--- src/rtl/port_reg_pkg.sv ---
package port_reg_pkg;
  parameter int unsigned ADDR_W_DEF = 8;
  parameter logic [7:0]  OFS_IN     = 8'h10;
  parameter logic [7:0]  OFS_OUT    = 8'h14;
  parameter logic [7:0]  OFS_SETCLR = 8'h18;

  typedef enum logic [1:0] {
    SEL_NONE = 2'd0,
    SEL_IN   = 2'd1,
    SEL_OUT  = 2'd2,
    SEL_SC   = 2'd3
  } reg_sel_e;
endpackage

--- src/rtl/port_in_sampler.sv ---
module port_in_sampler #(
  parameter int unsigned PINS = 16
) (
  input  logic            clk,
  input  logic            rst,
  input  logic [PINS-1:0] pin_in,
  output logic [PINS-1:0] in_q
);
  always_ff @(posedge clk) begin
    if (rst) in_q <= '0;
    else     in_q <= pin_in;
  end
endmodule

--- src/rtl/port_odr_core.sv ---
module port_odr_core #(
  parameter int unsigned PINS   = 16,
  parameter int unsigned DATA_W = 32,
  localparam int unsigned LANES = DATA_W / 8
) (
  input  logic              clk,
  input  logic              rst,
  input  logic              wr_direct,
  input  logic              wr_sc,
  input  logic [DATA_W-1:0] wdata,
  input  logic [LANES-1:0]  be,
  output logic [PINS-1:0]   odr_q
);
  logic [DATA_W-1:0] lane_mask;
  logic [DATA_W-1:0] wd_gated;
  logic [PINS-1:0]   set_m;
  logic [PINS-1:0]   clr_m;
  logic [PINS-1:0]   direct_next;

  for (genvar l = 0; l < LANES; l++) begin : g_lane
    assign lane_mask[l*8 +: 8] = {8{be[l]}};
  end

  assign wd_gated    = wdata & lane_mask;
  assign set_m       = wd_gated[PINS-1:0];
  assign clr_m       = wd_gated[2*PINS-1:PINS];
  assign direct_next = (odr_q & ~lane_mask[PINS-1:0]) | wd_gated[PINS-1:0];

  always_ff @(posedge clk) begin
    if (rst)            odr_q <= '0;
    else if (wr_direct) odr_q <= direct_next;
    else if (wr_sc)     odr_q <= (odr_q & ~clr_m) | set_m;
  end

  AST_SET_BITS_HIGH: assert property (@(posedge clk) disable iff (rst)
    wr_sc |=> ((odr_q & $past(set_m)) == $past(set_m)));
  AST_CLR_BITS_LOW: assert property (@(posedge clk) disable iff (rst)
    (wr_sc && ((clr_m & ~set_m) != '0)) |=> ((odr_q & $past(clr_m & ~set_m)) == '0));
  AST_SET_WINS: assert property (@(posedge clk) disable iff (rst)
    (wr_sc && ((set_m & clr_m) != '0)) |=> ((odr_q & $past(set_m & clr_m)) == $past(set_m & clr_m)));
  AST_UNTOUCHED_HOLD: assert property (@(posedge clk) disable iff (rst)
    (wr_sc && (set_m == '0) && (clr_m == '0)) |=> $stable(odr_q));
  AST_NO_WRITE_STABLE: assert property (@(posedge clk) disable iff (rst)
    (!wr_direct && !wr_sc) |=> $stable(odr_q));
endmodule

--- src/rtl/port_rd_mux.sv ---
module port_rd_mux
  import port_reg_pkg::*;
#(
  parameter int unsigned PINS   = 16,
  parameter int unsigned DATA_W = 32
) (
  input  logic              clk,
  input  logic              rst,
  input  logic              rd_en,
  input  reg_sel_e          sel,
  input  logic [PINS-1:0]   in_q,
  input  logic [PINS-1:0]   odr_q,
  output logic [DATA_W-1:0] rdata
);
  logic [DATA_W-1:0] rd_next;

  always_comb begin
    rd_next = '0;
    unique case (sel)
      SEL_IN:  rd_next[PINS-1:0] = in_q;
      SEL_OUT: rd_next[PINS-1:0] = odr_q;
      default: rd_next = '0;
    endcase
  end

  always_ff @(posedge clk) begin
    if (rst)        rdata <= '0;
    else if (rd_en) rdata <= rd_next;
  end

  AST_SC_READS_ZERO: assert property (@(posedge clk) disable iff (rst)
    (rd_en && sel == SEL_SC) |=> (rdata == '0));
  AST_UNMAPPED_ZERO: assert property (@(posedge clk) disable iff (rst)
    (rd_en && sel == SEL_NONE) |=> (rdata == '0));
  AST_RD_HOLD: assert property (@(posedge clk) disable iff (rst)
    !rd_en |=> $stable(rdata));
endmodule

--- src/rtl/port_out_reg.sv ---
module port_out_reg
  import port_reg_pkg::*;
#(
  parameter int unsigned PINS   = 16,
  parameter int unsigned DATA_W = 32,
  parameter int unsigned ADDR_W = ADDR_W_DEF,
  localparam int unsigned LANES = DATA_W / 8
) (
  input  logic              clk,
  input  logic              rst,
  input  logic              bus_wr,
  input  logic              bus_rd,
  input  logic [ADDR_W-1:0] bus_addr,
  input  logic [DATA_W-1:0] bus_wdata,
  input  logic [LANES-1:0]  bus_be,
  output logic [DATA_W-1:0] bus_rdata,
  input  logic [PINS-1:0]   pin_in,
  output logic [PINS-1:0]   pin_out
);
  reg_sel_e        sel;
  logic [PINS-1:0] in_q;
  logic [PINS-1:0] odr_q;

  always_comb begin
    if      (bus_addr == ADDR_W'(OFS_IN))     sel = SEL_IN;
    else if (bus_addr == ADDR_W'(OFS_OUT))    sel = SEL_OUT;
    else if (bus_addr == ADDR_W'(OFS_SETCLR)) sel = SEL_SC;
    else                                      sel = SEL_NONE;
  end

  port_in_sampler #(.PINS(PINS)) u_in (
    .clk(clk), .rst(rst), .pin_in(pin_in), .in_q(in_q)
  );

  port_odr_core #(.PINS(PINS), .DATA_W(DATA_W)) u_odr (
    .clk(clk), .rst(rst),
    .wr_direct(bus_wr && sel == SEL_OUT),
    .wr_sc(bus_wr && sel == SEL_SC),
    .wdata(bus_wdata), .be(bus_be), .odr_q(odr_q)
  );

  port_rd_mux #(.PINS(PINS), .DATA_W(DATA_W)) u_rd (
    .clk(clk), .rst(rst), .rd_en(bus_rd), .sel(sel),
    .in_q(in_q), .odr_q(odr_q), .rdata(bus_rdata)
  );

  assign pin_out = odr_q;

  AST_UPPER_RD_ZERO: assert property (@(posedge clk) disable iff (rst)
    bus_rdata[DATA_W-1:PINS] == '0);
  AST_IN_READ_PINS: assert property (@(posedge clk) disable iff (rst)
    (bus_rd && sel == SEL_IN) |=> (bus_rdata[PINS-1:0] == $past(pin_in, 2)));
  AST_OUT_READ_PINS: assert property (@(posedge clk) disable iff (rst)
    (bus_rd && sel == SEL_OUT) |=> (bus_rdata[PINS-1:0] == $past(pin_out)));
endmodule

--- config.mk ---
export PLATFORM = sky130hd
export DESIGN_NAME = port_out_reg
export DESIGN_NICKNAME = d
export VERILOG_FILES = /design/src/rtl/port_reg_pkg.sv /design/src/rtl/port_in_sampler.sv /design/src/rtl/port_odr_core.sv /design/src/rtl/port_rd_mux.sv /design/src/rtl/port_out_reg.sv
export SDC_FILE = /design/constraint.sdc
export NUM_CORES = 1
export LEC_CHECK = 0
export ABC_AREA = 1
export BUFFER_PORTS_ARGS = -buffer_cell sky130_fd_sc_hd__clkbuf_2
export CAP_MARGIN = 40
export CORE_MARGIN = 4
export CORE_UTILIZATION = 33
export DETAILED_ROUTE_END_ITERATION = 12
export MAX_ROUTING_LAYER = met4
export PLACE_DENSITY = 0.62
export SYNTH_ARGS = -nofsm -noshare
export SYNTH_HDL_FRONTEND = slang
export SYNTH_SLANG_ARGS = --single-unit
--- constraint.sdc ---
create_clock -name clk -period 2.2 [get_ports clk]
set_input_delay 0.11 -clock clk [delete_from_list [all_inputs] [get_ports clk]]
set_output_delay 0.11 -clock clk [all_outputs]
set_load 0.005 [all_outputs]
== Yosys cells after proc, flatten, opt, wreduce, memory -nomap -nowiden ==
Cells that the tools add are included.
Word-level totals
  bits in registers: 48
  output and inout bits: 48
Operators by class
  bitwise gates (word level): 7
  eq/ne operators: 6
  muxes and demuxes: 6
  reduce and logical (&&, ||, !) cells: 3
Operators with widths (number)
  AND 16 bit: 2
  AND 32 bit: 1
  2-to-1 mux 16 bit: 2
  inverter 16 bit: 2
  OR 16 bit: 2
  case mux 16 bit (2 select lines): 1
  == test 8 x 5 -> 1 bit, second input constant: 3
  2-to-1 mux 2 bit: 3
  == test 2 bit, second input constant: 2
  == test 2 x 1 -> 1 bit, second input constant: 1
  logical AND 1 bit: 2
  nonzero test 2 bit: 1

== Depth between registers and ports, before layout ==
  depth in word-level cells: 8
  gate-level depth with buffers: 8

== Cells and area by module ==
From an unflattened synthesis, not the netlist that was laid out.
Unflattened totals
  cell total of the unflattened synthesis: 369
  area total of the unflattened synthesis: 2635.0 um^2
Modules (own cells, without submodules)
  port_odr_core: area each 1107.3 um^2, cells an instance 162, times used 1
  port_rd_mux: area each 993.5 um^2, cells an instance 143, times used 1
  port_in_sampler: area each 474.2 um^2, cells an instance 50, times used 1
  port_out_reg: area each 60.1 um^2, cells an instance 14, times used 1

== Worst setup path after synthesis ==
Ideal clock, no wire load.
  kind: in2reg
  start: in bus_addr[2]
  end: reg u_odr.odr_q[10]
  library setup time: 132 ps
  stages: 6
  data required time: 2068 ps
  data arrival time: 880 ps
  slack: 1188 ps
  cells stage by stage: nand3b_1 > nor2_4 > buf_2 > nand3_1 > nand3_1 > a21oi_1
On the way
  word-level cells in the longest chain between the ends: 7
  elaborated cells between the ends (all ways): 12
  classes of those cells: 5 x eq/ne; 4 x mux; 3 x reduce/logical
Ends and longest elaborated chain
  start: declaration: RTL line port_out_reg.sv:13  | input logic [ADDR_W-1:0] bus_addr,
  == test 8 x 5 -> 1 bit: RTL line port_out_reg.sv:27  | else if (bus_addr == ADDR_W'(OFS_SETCLR)) sel = SEL_SC;
  2-to-1 mux 2 bit: RTL line port_out_reg.sv:27
  2-to-1 mux 2 bit: RTL line port_out_reg.sv:26  | else if (bus_addr == ADDR_W'(OFS_OUT)) sel = SEL_OUT;
  2-to-1 mux 2 bit *: RTL line port_out_reg.sv:25  | if (bus_addr == ADDR_W'(OFS_IN)) sel = SEL_IN;
  == test 2 bit (on tied branches): RTL line port_out_reg.sv:37, port_out_reg.sv:38
  logical AND 1 bit (on tied branches): RTL line port_out_reg.sv:37, port_out_reg.sv:38
  2-to-1 mux 16 bit or nonzero test 2 bit (tied branches)
  end signal: assignment: RTL line port_odr_core.sv:31  | else if (wr_direct) odr_q <= direct_next;
  end signal: assignment: RTL line port_odr_core.sv:32  | else if (wr_sc) odr_q <= (odr_q & ~clr_m) | set_m;
  end: declaration: RTL line port_odr_core.sv:12  | output logic [PINS-1:0] odr_q
Mark *: on every way between the ends. The rest lies on a longest branch, timed or not.
A chain may end at the register's enable or synchronous reset.

== Worst setup path in the final report ==
  start: in bus_addr[5]
  end: reg u_odr.odr_q[2]
Same word-level chain as after synthesis.

==> summary.md <==
| Metric | Value |
|---|---|
| Run status | `complete, no violations` |
| Origin of the critical flop-to-flop path | `u_odr.odr_q[12]` |
| CTS buffer count | `5` |
| Final ANT Viol Nets | `0` |
| Clock buffer depth | `2` |
| HPWL after DPL | `4820 um` |
| Count of TritonRoute iterations in the first routing pass | `5` |
| Gr ovfl total | `0` |
| Data required time of the critical path | `2.35 ns` |
| Crit path capture | `u_odr.odr_q[2]` |
| Fraction of the mapped netlist area in simple logic gates | `0.334` |
| Switching pwr | `0.430 mW` |
| Routed wire length per instance | `10.7 um` |
| Kind of start point of the critical path | `input port` |
| Area fraction in compound gates after synthesis | `0.0645` |
| Number of synthesized register bits | `48` |
| Mapped Cells | `394` |
| Post-synthesis to final-layout area growth | `29.2%` |
| Final hold vios | `0` |
| Net count of the finished layout | `557` |
| Combinational share of power | `0.128` |
| Post-synthesis xor/xnor area fraction | `0` |
| Least-Margin Pin Slew | `0.833 ns` |
| Sink count of the clock tree | `48` |
| Worst slew margin relative to its limit | `0.445` |
| Count of placed standard cells including taps | `570` |
| Number of global-route vias before repair | `2,393` |
| Max-Cap Viols | `0` |
| Vias after detailed routing | `2,488` |
| Starting density of the core | `0.341` |
| Worst setup startpoint | `bus_addr[5]` |
| Core footprint | `7290 um2` |
| GPL Wtd Cong | `0.812` |
| RSZ-0062 raised after global routing | `false` |
| Clock tree root driver cell | `sky130_fd_sc_hd__clkbuf_8` |
| Clk network pwr share | `0.358` |
| Endpoint of the worst-slack reg-to-reg timing path | `u_rd.rdata[12]` |
| Dominant combinational cell family by area after synthesis | `simple AND/OR/NAND/NOR gates` |
| Cell Area, Synth | `2480 um2` |
| Area share of the leading cell type in the synthesized netlist | `0.387` |
| Number of cell instances on the worst register-to-register path | `4` |
| Critical Setup Path Class | `input port to flop` |
| Synthesis warning total | `0` |
| Power Internal | `1.34 mW` |
| Area enclosed by the die boundary | `8980 um2` |
| Initial antenna violation count | `0` |
| Global-route wire length before repair | `10,300 um` |
| Proportion of total power due to net switching | `0.243` |
| Share of the yosys chip area belonging to registers | `0.387` |
| Clock Latency Late Sink | `0.29 ns` |
| Number of buffers added for setup after CTS | `0` |
| Height of the die | `94.8 um` |
| Cell types occupying the most area after synthesis | `sky130_fd_sc_hd__dfxtp_1, sky130_fd_sc_hd__inv_1, sky130_fd_sc_hd__nand2_1` |
| Worst voltage drop across the vdd grid | `0.236 mV` |
| Type of the worst min-delay path | `input port to flop` |
| Number of rows created at floorplan | `31` |
| Final setup vio count | `0` |
| Avg Synthesized Cell Area | `6.31 um2` |
| Kind of end point of the critical path | `flop` |
| Count of pins on the block boundary | `112` |
| Largest fanout on the critical path | `22` |
| Area leader, netlist | `sky130_fd_sc_hd__dfxtp_1` |
| Final critical-path required period | `1.24 ns` |
| Layout cell share with drive strength beyond 1 | `0.235` |
| Post-detailed-route DRC marker count | `0` |
| # port buffers | `95` |
| Wire length reported by the detailed router | `6350 um` |
| Cell leakage power | `1.85 nW` |
| Finished Cell Area | `3210 um2` |
| Diodes inserted | `0` |
| Fin cells | `593` |
| Share of synthesized cell area in full adder, half adder and majority cells | `0` |
| Maximum clock frequency | `0.807 GHz` |
| Clock slew seen by the registers of the worst setup and hold paths | `0.09 ns` |
| Worst endpoint data arrival time | `1.39 ns` |
| Pwr per Cell Area | `552 nW/um2` |
| Number of different library cells in the post-synthesis netlist | `21` |
| Detailed Route Iter0 Violations | `81` |
| Max Transition Viols Final | `0` |
| Pin count of the biggest net entering global routing | `42` |
| Setup slack on the worst flop-to-flop path | `1.36 ns` |
| Post-Place Cell Area | `2950 um2` |
| Tot GR Track Use | `0.146` |
| Sequential cell fraction of total power | `0.514` |
| X dimension of the die | `94.8 um` |
| H-tree levels | `2` |
| Detailed-route vias per instance | `4.20` |
| Ratio of final minimum period to clock period | `0.563` |
| Worst clock skew | `0.00377 ns` |
| Multiplexer share of the synthesized area | `0` |
| Final sum of negative setup slack | `0 ns` |
| Clock tree from TritonCTS | `built` |
==> cell type report <==
| class | count | area (um2) |
|---|---|---|
| Tap cell | 99 | 124 |
| Clock buffer | 5 | 68.8 |
| Fill cell | 817 | 4080 |
| Sequential cell | 48 | 961 |
| Multi-Input combinational cell | 240 | 1050 |
| Timing Repair Buffer | 112 | 641 |
| Clock inverter | 3 | 42.5 |
| Inverter | 86 | 323 |
==> how the worst min path moves through the flow <==
stage               cells past startpoint  slack [ns]        from             to
floorplan                               2        0.22   pin_in[0]   u_in.in_q[0]
global route                            3        0.05   pin_in[0]   u_in.in_q[0]
finish                                  3        0.03   pin_in[0]   u_in.in_q[0]
global placement                        3        0.30  pin_in[12]  u_in.in_q[12]
detailed placement                      3        0.31  pin_in[12]  u_in.in_q[12]
CTS                                     3        0.02   pin_in[0]   u_in.in_q[0]
==> power by group through the flow <==
stage	Sequential, mW	Combinational (mW)	Clock (mW)
after global routing	0.913	0.264	0.681
after global placement	0.931	0.205	0
final	0.910	0.226	0.634
after detailed placement	0.931	0.208	0
after CTS	0.911	0.230	0.654
after floorplan	0.930	0.137	0
==> flip-flops by register name, summed over array words and instances, names as in the netlist <==
name         flops
u_odr.odr_q     16
u_rd.rdata      16
u_in.in_q       16
==> stage by stage <==
stage,power (mW),utilization,hold WS [ns],setup slack (ns)
final,1.77,0.440,0.0289,0.961
after global routing,1.86,0.440,0.0518,0.737
after CTS,1.79,0.440,0.0197,0.951
after detailed placement,1.14,0.404,0.306,0.619
after global placement,1.14,0.404,0.305,0.693
after floorplan,1.07,-,0.217,1.19
==> timing repair <==
action | 4_1_cts | 5_1_grt
hold buffers | 15 | 0
resized for setup | 0 | 0
setup endpoints to repair | 0 | 0
endpoints found under the hold margin | 15 | 0
==> worst max-delay path, stage by stage <==
cell	delay, ns
sky130_fd_sc_hd__clkbuf_2	0.08
sky130_fd_sc_hd__inv_2	0.04
sky130_fd_sc_hd__nand2_1	0.07
sky130_fd_sc_hd__nor2_4	0.43
sky130_fd_sc_hd__nand4_1	0.41
sky130_fd_sc_hd__nand3_1	0.18
sky130_fd_sc_hd__a21oi_1	0.07
==> cell usage after synthesis <==
cell type,number
sky130_fd_sc_hd__o21ai_0,14
sky130_fd_sc_hd__buf_2,6
sky130_fd_sc_hd__a21oi_1,16
sky130_fd_sc_hd__nand3_1,48
sky130_fd_sc_hd__dfxtp_1,48
sky130_fd_sc_hd__nand2_1,69
sky130_fd_sc_hd__buf_1,1
sky130_fd_sc_hd__conb_1,1
sky130_fd_sc_hd__clkbuf_1,11
sky130_fd_sc_hd__inv_1,82
sky130_fd_sc_hd__nand2_4,1
sky130_fd_sc_hd__buf_6,1
sky130_fd_sc_hd__buf_4,16
sky130_fd_sc_hd__nand2_2,2
sky130_fd_sc_hd__inv_2,4
sky130_fd_sc_hd__o21ai_1,2
sky130_fd_sc_hd__nand3b_1,1
sky130_fd_sc_hd__nand3_2,1
sky130_fd_sc_hd__nor2_4,3
sky130_fd_sc_hd__nand4_1,2
sky130_fd_sc_hd__nor2_1,65
==> layer usage <==
metal	GRT usage	up-vias	share of wire
met5	-	-	0
met4	0.0276	0	0.0071
met3	0.0343	4	0.072
met2	0.253	84	0.48
met1	0.174	1070	0.44
li1	-	1330	-
==> placed cells by master, fill, tap and decap left out, drive strengths merged <==
| master | instances |
|---|---|
| conb | 16 |
| dfxtp | 48 |
| nand3 | 49 |
| nand2 | 72 |
| nand4 | 2 |
| bufinv | 1 |
| buf | 2 |
| a21oi | 16 |
| nand3b | 1 |
| inv | 86 |
| clkinvlp | 1 |
| nor2 | 68 |
| clkbuf | 100 |
| dlygate4sd3 | 15 |
| o21ai | 16 |
| clkinv | 1 |
==> logic make-up after synthesis <==
group / Yosys count
simple gates: 192
buf+inv: 121
flops: 48
compound gates: 32
other cells: 1
(Power assumes the default switching activity.)
